<file path="src/rtl/linefill_buf.sv">
module linefill_buf #(
  parameter int AW    = 32,
  parameter int DW    = 32,
  parameter int WORDS = 8
) (
  input  logic                  clk,
  input  logic                  rst_n,
  input  logic                  fetch_valid,
  input  logic [AW-1:0]         fetch_addr,
  input  logic                  fetch_miss,
  input  logic                  fetch_cacheable,
  output logic                  fetch_hold,
  output logic                  rsp_valid,
  output logic [DW-1:0]         rsp_data,
  output logic                  bus_rd_valid,
  output logic [AW-6:0]         bus_rd_line,
  output logic [2:0]            bus_rd_first,
  input  logic                  bus_ret_valid,
  input  logic [2:0]            bus_ret_idx,
  input  logic [DW-1:0]         bus_ret_data,
  output logic                  line_wr_en,
  output logic [AW-6:0]         line_wr_line,
  output logic [WORDS*DW-1:0]   line_wr_data
);
  localparam int IW = $clog2(WORDS);
  localparam int OW = $clog2(DW/8);
  localparam int LW = AW - IW - OW;

  typedef enum logic [1:0] {S_IDLE, S_FILL, S_WRITE} state_t;

  state_t            st_q;
  logic [DW-1:0]     buf_q [WORDS];
  logic [WORDS-1:0]  vld_q;
  logic [WORDS-1:0]  vld_nxt;
  logic [LW-1:0]     line_q;
  logic              cach_q;

  wire [IW-1:0] f_idx  = fetch_addr[OW +: IW];
  wire [LW-1:0] f_line = fetch_addr[AW-1 -: LW];
  wire          busy   = (st_q != S_IDLE);
  wire          take   = bus_ret_valid && (st_q == S_FILL);
  wire          same   = busy && (f_line == line_q);
  wire          have   = vld_q[f_idx];
  wire          land   = take && (bus_ret_idx == f_idx);

  assign rsp_valid    = fetch_valid && same && (have || land);
  assign rsp_data     = have ? buf_q[f_idx] : bus_ret_data;
  assign bus_rd_valid = fetch_valid && fetch_miss && !busy;
  assign bus_rd_line  = f_line;
  assign bus_rd_first = f_idx;
  assign fetch_hold   = fetch_valid && (bus_rd_valid || (busy && !rsp_valid));
  assign line_wr_en   = (st_q == S_WRITE) && cach_q;
  assign line_wr_line = line_q;
  assign vld_nxt      = vld_q | (take ? (WORDS'(1) << bus_ret_idx) : '0);

  for (genvar i = 0; i < WORDS; i++) begin : g_pack
    assign line_wr_data[i*DW +: DW] = buf_q[i];
  end

  always_ff @(posedge clk or negedge rst_n) begin
    if (!rst_n) begin
      st_q   <= S_IDLE;
      vld_q  <= '0;
      line_q <= '0;
      cach_q <= 1'b0;
    end else begin
      case (st_q)
        S_IDLE: if (bus_rd_valid) begin
          st_q   <= S_FILL;
          line_q <= f_line;
          cach_q <= fetch_cacheable;
          vld_q  <= '0;
        end
        S_FILL: begin
          vld_q <= vld_nxt;
          if (&vld_nxt) st_q <= S_WRITE;
        end
        default: begin
          st_q  <= S_IDLE;
          vld_q <= '0;
        end
      endcase
    end
  end

  always_ff @(posedge clk) begin
    if (take) buf_q[bus_ret_idx] <= bus_ret_data;
  end
endmodule

</file>
<file path="config.mk">
export PLATFORM = sky130hd
export DESIGN_NAME = linefill_buf
export DESIGN_NICKNAME = d
export VERILOG_FILES = /design/src/rtl/linefill_buf.sv
export SDC_FILE = /design/constraint.sdc
export NUM_CORES = 1
export LEC_CHECK = 0
export ABC_AREA = 1
export BUFFER_PORTS_ARGS = -buffer_cell sky130_fd_sc_hd__buf_2
export CORE_MARGIN = 3
export CORE_UTILIZATION = 38
export CTS_CLUSTER_SIZE = 20
export DETAILED_ROUTE_END_ITERATION = 10
export PLACE_DENSITY_LB_ADDON = 0.25
export SETUP_SLACK_MARGIN = 0.4
export SLEW_MARGIN = 20
export SYNTH_ARGS = -nofsm -noshare
export SYNTH_HDL_FRONTEND = slang
export SYNTH_SLANG_ARGS = --single-unit
export TNS_END_PERCENT = 5
</file>
<file path="constraint.sdc">
create_clock -name clk -period 4.3 [get_ports clk]
set_input_delay 0.43 -clock clk [delete_from_list [all_inputs] [get_ports clk]]
set_output_delay 0.43 -clock clk [all_outputs]
set_load 0.01 [all_outputs]
</file>
# After elaboration in Yosys (flattened, before gate mapping)
# Memories as Yosys holds them, arrays and structs flattened.
# Cells that the tools add are included.
[totals]
ram_bits = 256
word_cells = 44
inputBits = 73
reg_bits = 38
memories = 1
[mem_list]
columns = ["memory", "depth", "word_bits", "rd", "rd_ports_with_merged_regs", "wr", "line", "source"]
rows = [
  ["buf_q", 8, 32, 9, 0, 1, "32", "logic [DW-1:0] buf_q [WORDS];"],
]
[op_classes]
mux = 11
n_eq_ne = 6
n_bitwise = 1
shifts = 1
n_reduce_logical = 19
n_lt_le_gt_ge = 1
[op_table]
columns = ["op", "count"]
rows = [
  ["32-bit two-way mux", 1],
  ["27-bit == test", 1],
  ["8-bit two-way mux", 2],
  ["8-bit one-hot mux with 2 select lines", 1],
  ["1-bit logical AND", 10],
  ["8-bit OR", 1],
  ["8-bit AND reduction", 1],
  ["1-bit by 3-bit << shifter with 8-bit output, first input constant", 1],
  ["3-bit by 4-bit less-than comparator with 1-bit output, second input constant", 1],
  ["2-bit two-way mux", 2],
  ["2-bit one-hot mux with 2 select lines", 1],
  ["2-bit AND reduction", 2],
  ["1-bit binary-select mux with 3-bit select", 1],
  ["3-bit == test", 1],
  ["1-bit two-way mux", 3],
  ["2-bit by 1-bit == test with 1-bit output, second input constant", 1],
  ["2-bit == test, second input constant", 1],
  ["1-bit logical NOT", 2],
  ["2-bit logical NOT", 1],
  ["1-bit logical OR", 2],
  ["2-bit by 1-bit inequality test with 1-bit output, second input constant", 1],
  ["2-bit inequality test, second input constant", 1],
  ["2-bit nonzero test", 1],
]

# Logic depth before layout (Yosys ltp)
# Gate-level depths: netlist of run 1.
[logic_depth]
ltp_word = 9
ltp_mapped = 10
mapped_depth_nobuf = 9

# Worst setup path before layout of run 1
# No wires, ideal clock.
[synth_path]
path_kind = "register to register"
start = "reg st_q[1]"
end = "mem buf_q[0][0] (enable)"
arrival_ns = 2.217
n_path_buf = 1
synth_period_minus_slack_ns = 2.638
required_time_ns = 3.879
setup_slack_ns = 1.662
setup_ns = 0.421
stages_incl_launch_ff = 5
cell_sequence = "dfrtp_1 nor2_4 nand2_4 buf_6 nor2_1"
[synth_via]
elab_chain_cells = 4
[synth_lines]
columns = ["element", "line", "source"]
rows = [
  ["start: declaration", "31", "state_t st_q;"],
  ["start signal: assignment", "62", "st_q <= S_IDLE;"],
  ["start signal: assignment", "69", "st_q <= S_FILL;"],
  ["start signal: assignment", "76", "if (&vld_nxt) st_q <= S_WRITE;"],
  ["2-bit by 1-bit == test with 1-bit output", "41", "wire take = bus_ret_valid && (st_q == S_FILL);"],
  ["1-bit logical AND", "41", ""],
  ["1-bit two-way mux", "87", "if (take) buf_q[bus_ret_idx] <= bus_ret_data;"],
  ["1-bit two-way mux (implied by the code)", "87", ""],
  ["end: declaration", "32", ""],
]
# No other way between the ends.

# Worst setup path after layout of run 1
[layout_path]
start = "in fetch_addr[2]"
end = "out rsp_data[2]"
[layout_via]
elab_chain_cells = 3
word_cells_on_any_way = 4
classes_between = "mux (3); memory (1)"
[layout_lines]
columns = ["element", "line", "source"]
rows = [
  ["start: declaration", "9", "input logic [AW-1:0] fetch_addr,"],
  ["1-bit binary-select mux with 3-bit select", "43", "wire have = vld_q[f_idx];"],
  ["1-bit two-way mux (implied by the code)", "43", ""],
  ["32-bit two-way mux (*)", "47", "assign rsp_data = have ? buf_q[f_idx] : bus_ret_data;"],
  ["end: declaration", "14", "output logic [DW-1:0] rsp_data,"],
]
# Every way passes the cells marked *; elsewhere a longest branch is shown, timed or not. The select of a mux whose other input is x is not followed.

==> results.toml, run 1 <==
[sta]
tns_ns = 0
relSlewSlack = 0.275
slew_violations = 0
max_freq_mhz = 299
period_share = 0.778
rsz0062_at_grt = "false"
hold-worst-slack_ns = 0.0512
min_period_ns = 3.35
hold_viol = 0
worst_pin_slew_ns = 1.09
setup_violations = 0
clock_skew_ns = 0.0165

[power_and_ir_drop]
p_seq_frac = 0.460
leakage_uw = 0.00669
sw_frac_of_total = 0.277
p_per_area_nw_per_um2 = 466
clockPowerShare = 0.375
p_int_uw = 5420
p_comb_frac = 0.165
power_switching_uw = 2070
peakVddDrop_mv = 0.380

[critical_path]
crit_fanout = 74
start_kind = "input pin"
endpoint_kind = "primary output"
path_cells = "buf_4 > clkinv_2 > buf_12 > o21ai_0 > o211ai_1 > nand2_1 > a21oi_1 > buf_2"
cpMaxStageDelayCell = "clkinv_2"
required_ns = 3.87
setup.worst_path.start = "fetch_addr[2]"
cp.arrival_ns = 2.92
r2r-start = "st_q[1]"
slowest_delay_ns = 0.77
setup.worst_path.class = "input pin to primary output"

[routing]
drcViolationCount = 0
drt-total-wl_mm = 41.0
drtIter0Drc = 777
via_count = 10200
post_drt_wl_per_cell_um = 20.4
ant_nets = 0
drtPass1Iterations = 5
viasPerCell = 5.05

[floorplan]
die_y_um = 189
pin_count = 422
dieArea_um2 = 35600
start_util = 0.388
core_um2 = 32700
die_x_um = 189
num_rows = 66

[global_routing]
grt.overflow.total = 0
grt_max_degree = 92
track_usage = 0.223
grt_pass1_wl_mm = 60.6
grt_pass1_vias = 9929
antenna_found_initial = 0

[cts]
cts_made_buffers = 34
clock-sinks = 294
post_cts_resized = 0
cts_tree = "done"
htreeDepth = 2
clk_pin_slew_ns = 0.05
post_cts_buffers = 0
root_buffer = "clkbuf_16"
postCtsHoldBufs = 0
clk_latency_ns = 0.52
cts.path.max_buffers = 3

[synthesis]
async_flop_share = 0.129
synth_area_um2 = 12700
ys_types = 25
ys_seq_area_frac = 0.681
synth_seq_cells = 294
yosys_warnings = 0
synthCells = 1165
syn_nets = 1238
avgSynthCellArea_um2 = 10.9
synth-edff-count = 256
ys.flop_type = "edfxtp_1"

[layout]
drive_gt1_frac = 0.320
syn2layout_area_growth_pct = 26.8
nFillCells = 3033
diodes = 0
num-nets-final = 1618

[run_status]
outcome = "finished clean"

[min_path]
min_path_type = "input pin to async pin"

[place]
portBuffers = 419
gp_congestion = 0.850
place_hpwl_mm = 26.7

[run]
cap_violations = 0
==> layout make-up <==
type	instances	area, um^2	share of cell area
clock buffers	40	893	0.0555
clock inverters	20	185	0.0115
flip-flops and latches	294	8640	0.537
multi-input cells	722	3360	0.209
well taps	442	553	0.0344
inverters	57	216	0.0135
repair buffers	436	2240	0.139
==> critical path: cells and delay by family <==
| kind | cells | cell delay [ns] |
|---|---|---|
| compound gates | 3 | 0.42 |
| simple gates | 1 | 0.10 |
| buf+inv | 4 | 1.88 |
==> state kept, by name, indices dropped and copies added, names as in the netlist <==
signal        cells
buf_q           256
cach_q            1
line_wr_line     27
st_q              2
vld_q             8
==> through the flow <==
| stage | utilization | power [uW] | cell area (um^2) | cells | worst slack, ns |
|---|---|---|---|---|---|
| detailed placement | 0.459 | 4750 | 15000 | 1951 | 0.997 |
| floorplan | - | 4230 | 12700 | 1165 | 1.66 |
| global placement | 0.459 | 4720 | 15000 | 1951 | 0.992 |
| finish | 0.492 | 7490 | 16100 | 2011 | 0.953 |
| CTS | 0.492 | 7560 | 16100 | 2011 | 0.971 |
| global route | 0.492 | 7840 | 16100 | 2011 | 0.701 |
==> metal layers <==
metal	vias up	part of all wire	wire length, um	GRT usage
met3	83	0.087	3580	0.0662
met4	0	0.031	1260	0.0793
met2	439	0.47	19400	0.363
met5	-	0	0	0
met1	4885	0.41	16800	0.285
li1	4754	-	-	-
==> cell usage in the layout (no fill, tap or decap), drive strengths merged <==
cell type,instances
clkinv,18
bufinv,3
xnor2,9
clkbuf,40
a21oi,39
nor2,256
o21ai,159
and2,2
nand4,1
buf,436
nand2,179
inv,56
dfrtp,38
edfxtp,256
nand3,9
o211ai,64
o21bai,4
==> logic make-up after synthesis <==
| kind of cell | Yosys count | synth area share |
|---|---|---|
| AO/OA/AOI/OAI | 266 | 0.119 |
| XOR/XNOR | 9 | 0.00621 |
| buffers and inverters | 149 | 0.0591 |
| flip-flops | 294 | 0.681 |
| AND/OR/NAND/NOR | 447 | 0.135 |
==> final timing paths <==
kind | end | slack [ns] | cells after the start
setup / recovery | rsp_data[2] | 0.95 | 8
hold / removal | line_wr_line[20] | 0.05 | 1
setup reg to reg | buf_q[2][26] | 1.84 | 4
hold reg to reg | cach_q | 0.49 | 2
max in group asynchronous | vld_q[5] | 3.69 | 1
min in group clk | cach_q | 0.15 | 3
==> power groups by stage <==
stage                     Combinational, uW  Sequential (uW)  Clock, uW
after floorplan                         667             3570          0
after global routing                   1390             3480       2970
final                                  1240             3450       2810
after CTS                              1250             3450       2870
after global placement                 1230             3490          0
after detailed placement               1240             3500          0
==> cell usage after synthesis, types with 2 or more instances <==
cell / instances / share of area
nor2_1: 255 / 0.075
and2_1: 2 / 0.00099
inv_1: 53 / 0.016
clkbuf_1: 20 / 0.0059
nand3_1: 9 / 0.0035
o21bai_2: 2 / 0.0018
inv_2: 3 / 0.00089
dfrtp_1: 38 / 0.075
buf_2: 32 / 0.013
o21ai_0: 153 / 0.060
o21bai_1: 2 / 0.0012
nand2_1: 177 / 0.052
xnor2_1: 9 / 0.0062
o211ai_1: 64 / 0.038
o21ai_1: 6 / 0.0024
buf_4: 38 / 0.022
edfxtp_1: 256 / 0.61
a21oi_1: 39 / 0.015
No activity file was read; power rests on OpenSTA's default activity.
==> inputs of run 2 (changes only) <==
clock period = 3 ns   (was 4.3 ns; I/O delays follow)
==> run 2 against run 1 <==
- wire length decreased by 1.0%
- via count grew 0.37%
- critical path type is now flip-flop to primary output
- worst setup slack got worse by 0.49 ns
- clock-buffer cell count down 3
- first-iteration DRC count is 8.1% lower
- sequential share of layout area shrank 0.83 points
- global-route usage is 0.46 points lower
- power increased by 42%
- highest routed layer is now met5
==> results.toml, run 2 (synthesis results as in run 1) <==
[cts]
clk_pin_slew_ns = 0.06
clk_latency_ns = 0.58
htreeDepth = 1
clock-sinks = 294
cts.path.max_buffers = 3
post_cts_buffers = 0
cts_made_buffers = 31
root_buffer = "clkbuf_16"
cts_tree = "done"

[layout]
syn2layout_area_growth_pct = 28.8
largest_reg_flops = 256
num-nets-final = 1639
mostFrequentLayoutCell = "buf_2"
final_cell_mix = "buf_2, edfxtp_1, nor2_1, nand2_1, o21ai_0"
largest_register = "buf_q"
diodes = 0
final_area_um2 = 16300
finalCoreUtilization = 0.500
drive_gt1_frac = 0.317

[sta]
slew_violations = 0
rsz0062_at_grt = "true"
min_period_ns = 2.53
max_freq_mhz = 395
tns_ns = 0
period_share = 0.845
worst_pin_slew_ns = 0.864
clock_skew_ns = 0.0284
hold_viol = 0
relSlewSlack = 0.424
postLayoutSetupSlackWorst_ns = 0.466
setup_violations = 0

[place]
portBuffers = 419
gp_congestion = 0.833
place_hpwl_mm = 26.6
dpl_cell_area_um2 = 15200
place_ws_ns = 0.456

[critical_path]
setup.worst_path.class = "flip-flop to primary output"
crit_fanout = 44
start_kind = "flip-flop"
crit_end = "rsp_data[23]"
required_ns = 2.70
ff2ff_path_depth = 4
r2r_end = "buf_q[6][1]"
r2r-start = "st_q[1]"
r2r_slack_ns = 0.83
cp.arrival_ns = 2.23
endpoint_kind = "primary output"
setup.worst_path.start = "vld_q[2]"

[routing]
drcViolationCount = 0
drtIter0Drc = 714
post_drt_wl_per_cell_um = 20.0
via_count = 10200
ant_nets = 0
wl_met2_mm = 19.3
viasPerCell = 5.02
wl_met1_mm = 16.2
wl_met3_mm = 3.82
drt-total-wl_mm = 40.6
highest_layer = "met5"
drtPass1Iterations = 5

[run_status]
outcome = "finished clean"

[floorplan]
die_y_um = 189
start_util = 0.388
pin_count = 422
num_rows = 66
die_x_um = 189
dieArea_um2 = 35600
core_um2 = 32700

[run]
cap_violations = 0

[power_and_ir_drop]
p_int_uw = 7720
power_switching_uw = 2910
p_comb_frac = 0.169
p_seq_frac = 0.465
p_per_area_nw_per_um2 = 650
sw_frac_of_total = 0.274
peakVddDrop_mv = 0.486
leakage_uw = 0.00679
total_power_uw = 10600
clockPowerShare = 0.366

[global_routing]
antenna_found_initial = 1
track_usage = 0.218
grt.overflow.total = 0
grt_pass1_vias = 10100
grt_pass1_wl_mm = 60.3
grt_max_degree = 109

[min_path]
hold_depth = 1
min_path_type = "input pin to flip-flop"
hold_start = "bus_ret_data[8]"
[run 2: timing repair]
action,CTS,global route
endpoints found under the hold margin,77,8
hold buffers,14,1
gates resized for setup,0,1
endpoints found under the setup margin,0,25
[run 2: power by group through the flow]
stage	logic, uW	registers, uW	clock network (uW)
global route	2010	4980	4130
floorplan	956	5110	0
detailed placement	1800	5020	0
global placement	1770	5010	0
finish	1800	4940	3880
CTS	1820	4940	3960
[run 2: metrics by stage]
stage          instances  hold slack, ns
3_5_place_dp        1960           0.470
6_report            2031          0.0125
5_1_grt             2031         0.00999
2_1_floorplan       1165         0.00441
4_1_cts             2030        0.000614
3_3_place_gp        1960           0.467
[run 2: how the worst min path moves through the flow]
stage	end
2_1_floorplan	cach_q
3_3_place_gp	line_wr_line[20]
3_5_place_dp	line_wr_line[20]
4_1_cts	buf_q[0][18]
5_1_grt	buf_q[2][25]
6_report	buf_q[6][8]
[run 2: layout make-up]
cell class,count,area [um^2]
multi-input cells,722,3360
clock inverters,19,226
clock buffers,37,798
fillers,2986,16400
well taps,442,553
flip-flops and latches,294,8640
inverters,57,218
repair buffers,460,2540
[run 2: worst max-delay path: stages (launching register included)]
cell and delay [ns]:
dfrtp_1 0.32, inv_1 0.06, o21ai_1 0.18, nand3_1 0.14, nand2_2 0.10, buf_4 0.45, nor2_1 0.07, a21oi_1 0.17
buf_2 0.16
[run 2: per-layer routing]
metal | global-route usage | vias up
li1 | - | 4800
met1 | 0.277 | 4862
met2 | 0.366 | 450
met3 | 0.0614 | 85
met4 | 0.0662 | 2
met5 | 0 | -
==> inputs of run 3 (changes only) <==
ABC_AREA = 0   (was 1)
clock period = 2.7 ns   (was 3 ns; I/O delays follow)
==> run 3 against run 2 <==
- utilization up 1.4 points
- wire length decreased by 13%
- sequential share of layout area increased by 1.4 points
- worst setup slack got worse by 0.31 ns
- clock skew decreased by 0.012 ns
- critical endpoint is now rsp_data[0]
==> results.toml, run 3 <==
[sta]
postLayoutSetupSlackWorst_ns = 0.152
slew_violations = 0
tns_ns = 0
rsz0062_at_grt = "true"
clock_skew_ns = 0.0159
min_period_ns = 2.55
setup_violations = 0
worst_pin_slew_ns = 0.864
relSlewSlack = 0.424
hold_viol = 0
max_freq_mhz = 392
period_share = 0.944

[power_and_ir_drop]
power_switching_uw = 3690
sw_frac_of_total = 0.284
p_seq_frac = 0.437
p_int_uw = 9320
peakVddDrop_mv = 0.571
leakage_uw = 0.00635
clockPowerShare = 0.324
p_per_area_nw_per_um2 = 816
p_comb_frac = 0.239

[cts]
cts.path.max_buffers = 3
cts_tree = "done"
clock-sinks = 294
clk_latency_ns = 0.51
root_buffer = "clkbuf_16"
clk_pin_slew_ns = 0.05
cts_made_buffers = 34
htreeDepth = 2

[critical_path]
crit_fanout = 15
setup.worst_path.class = "flip-flop to primary output"
required_ns = 2.43
endpoint_kind = "primary output"
cp.arrival_ns = 2.28
ff2ff_path_depth = 7
r2r_slack_ns = 0.71
r2r_end = "st_q[1]"
r2r-start = "st_q[1]"
start_kind = "flip-flop"

[layout]
num-nets-final = 1151
largest_reg_flops = 256
largest_register = "buf_q"
syn2layout_area_growth_pct = 31.8
diodes = 0
mostFrequentLayoutCell = "buf_2"
drive_gt1_frac = 0.559
final_cell_mix = "buf_2, edfxtp_1, mux4_2, nand2_1, dfrtp_1"
fin_cells = 1499

[floorplan]
dieArea_um2 = 34000
die_y_um = 184
start_util = 0.390
die_x_um = 184
num_rows = 64
pin_count = 422
core_um2 = 31000

[synthesis]
ys_seq_area_frac = 0.714
async_flop_share = 0.129
synth_top_area_share = 0.636
avgSynthCellArea_um2 = 19.0
synth_common_cells = "edfxtp_1, mux4_2, buf_4, dfrtp_1, nand2_1"
yosys_warnings = 0
netlist_top_cells_area = "edfxtp_1, mux4_2, dfrtp_1, mux2i_1, mux2_2"
synth_seq_cells = 294
synth_area_leader_cell = "edfxtp_1"
syn_nets = 710
synth-edff-count = 256
ys_types = 34
synthCells = 637
synth_area_um2 = 12100
synth.most_common_cell = "edfxtp_1"
ys.flop_type = "edfxtp_1"

[global_routing]
grt_max_degree = 43
track_usage = 0.199
grt_pass1_wl_mm = 50.2
grt.overflow.total = 0
antenna_found_initial = 0
grt_pass1_vias = 8003

[routing]
drtPass1Iterations = 5
post_drt_wl_per_cell_um = 23.6
ant_nets = 0
drt-total-wl_mm = 35.4
via_count = 7791
viasPerCell = 5.20
drtIter0Drc = 438
drcViolationCount = 0

[place]
placed_cells = 1420
portBuffers = 419
place_ws_ns = 0.525
place_hpwl_mm = 23.5
gp_congestion = 0.787

[min_path]
min_path_type = "input pin to flip-flop"
hold_depth = 2
min_to = "line_wr_line[20]"
hold_start = "fetch_addr[25]"

[run]
cap_violations = 0

[run_status]
outcome = "finished clean"
## run 3: worst max-delay path by stage
stage                  start     endpoint  depth (start not counted)
2_1_floorplan        st_q[1]  buf_q[5][0]                          2
3_3_place_gp   fetch_addr[2]  rsp_data[0]                          7
3_5_place_dp   fetch_addr[2]   fetch_hold                          6
4_1_cts             vld_q[3]  rsp_data[3]                          7
5_1_grt             vld_q[3]  rsp_data[0]                          7
6_report            vld_q[3]  rsp_data[0]                          7
## run 3: repair_timing
action	in CTS	in global routing
endpoints found under the setup margin	34	34
hold buffers	2	0
cloned	2	1
pin swaps	3	1
buffers inserted	11	2
endpoints found under the hold margin	39	0
gates resized for setup	12	2
## run 3: area by class of cell
type                       instances  area [um^2]
clock buffer                      44          898
clock inverter                    17          130
fill                            2609        15100
inverter                           2         7.51
multi-input combinational        281         3170
sequential                       294         8640
tap                              396          495
timing repair buffer             465         2590
## run 3: cell families (layout without fill, tap and decap cells)
| family | after synthesis | in the layout | share of synthesized area |
|---|---|---|---|
| flip-flops | 294 | 294 | 0.714 |
| multiplexers | 127 | 127 | 0.177 |
| AND/OR/NAND/NOR | 74 | 74 | 0.0294 |
| buffers and inverters | 62 | 528 | 0.0342 |
| AO/OA/AOI/OAI | 51 | 51 | 0.0238 |
| XOR/XNOR | 29 | 29 | 0.0210 |
## run 3: per-stage QoR
step           instance area [um^2]  utilization  hold WS (ns)  total power (uW)
2_1_floorplan                 12100            -       -0.0256              7320
3_3_place_gp                  14600        0.472         0.448              8390
3_5_place_dp                  14600        0.472         0.434              8430
4_1_cts                       15900        0.513        0.0143             13100
5_1_grt                       15900        0.514        0.0292             13600
6_report                      15900        0.514        0.0395             13000
## run 3: worst max-delay path: stages, from the launching register on
cell and delay [ns]:
dfrtp_1 0.39, mux4_2 0.52, mux2i_4 0.18, buf_6 0.15, buf_12 0.15, nand2_1 0.06, o21ai_1 0.13, buf_2 0.18
## run 3: per-layer routing
metal,up-vias,GRT usage,routed length (um)
li1,3401,-,-
met1,3908,0.245,13500
met2,418,0.349,17900
met3,64,0.0460,3030
met4,0,0.0617,930
met5,-,0,0
## run 3: power groups by stage
stage	clock, uW	combinational [uW]	sequential (uW)
3_5_place_dp	0	2630	5790
2_1_floorplan	0	1420	5900
3_3_place_gp	0	2620	5780
4_1_cts	4330	3060	5680
5_1_grt	4540	3360	5740
6_report	4210	3110	5690
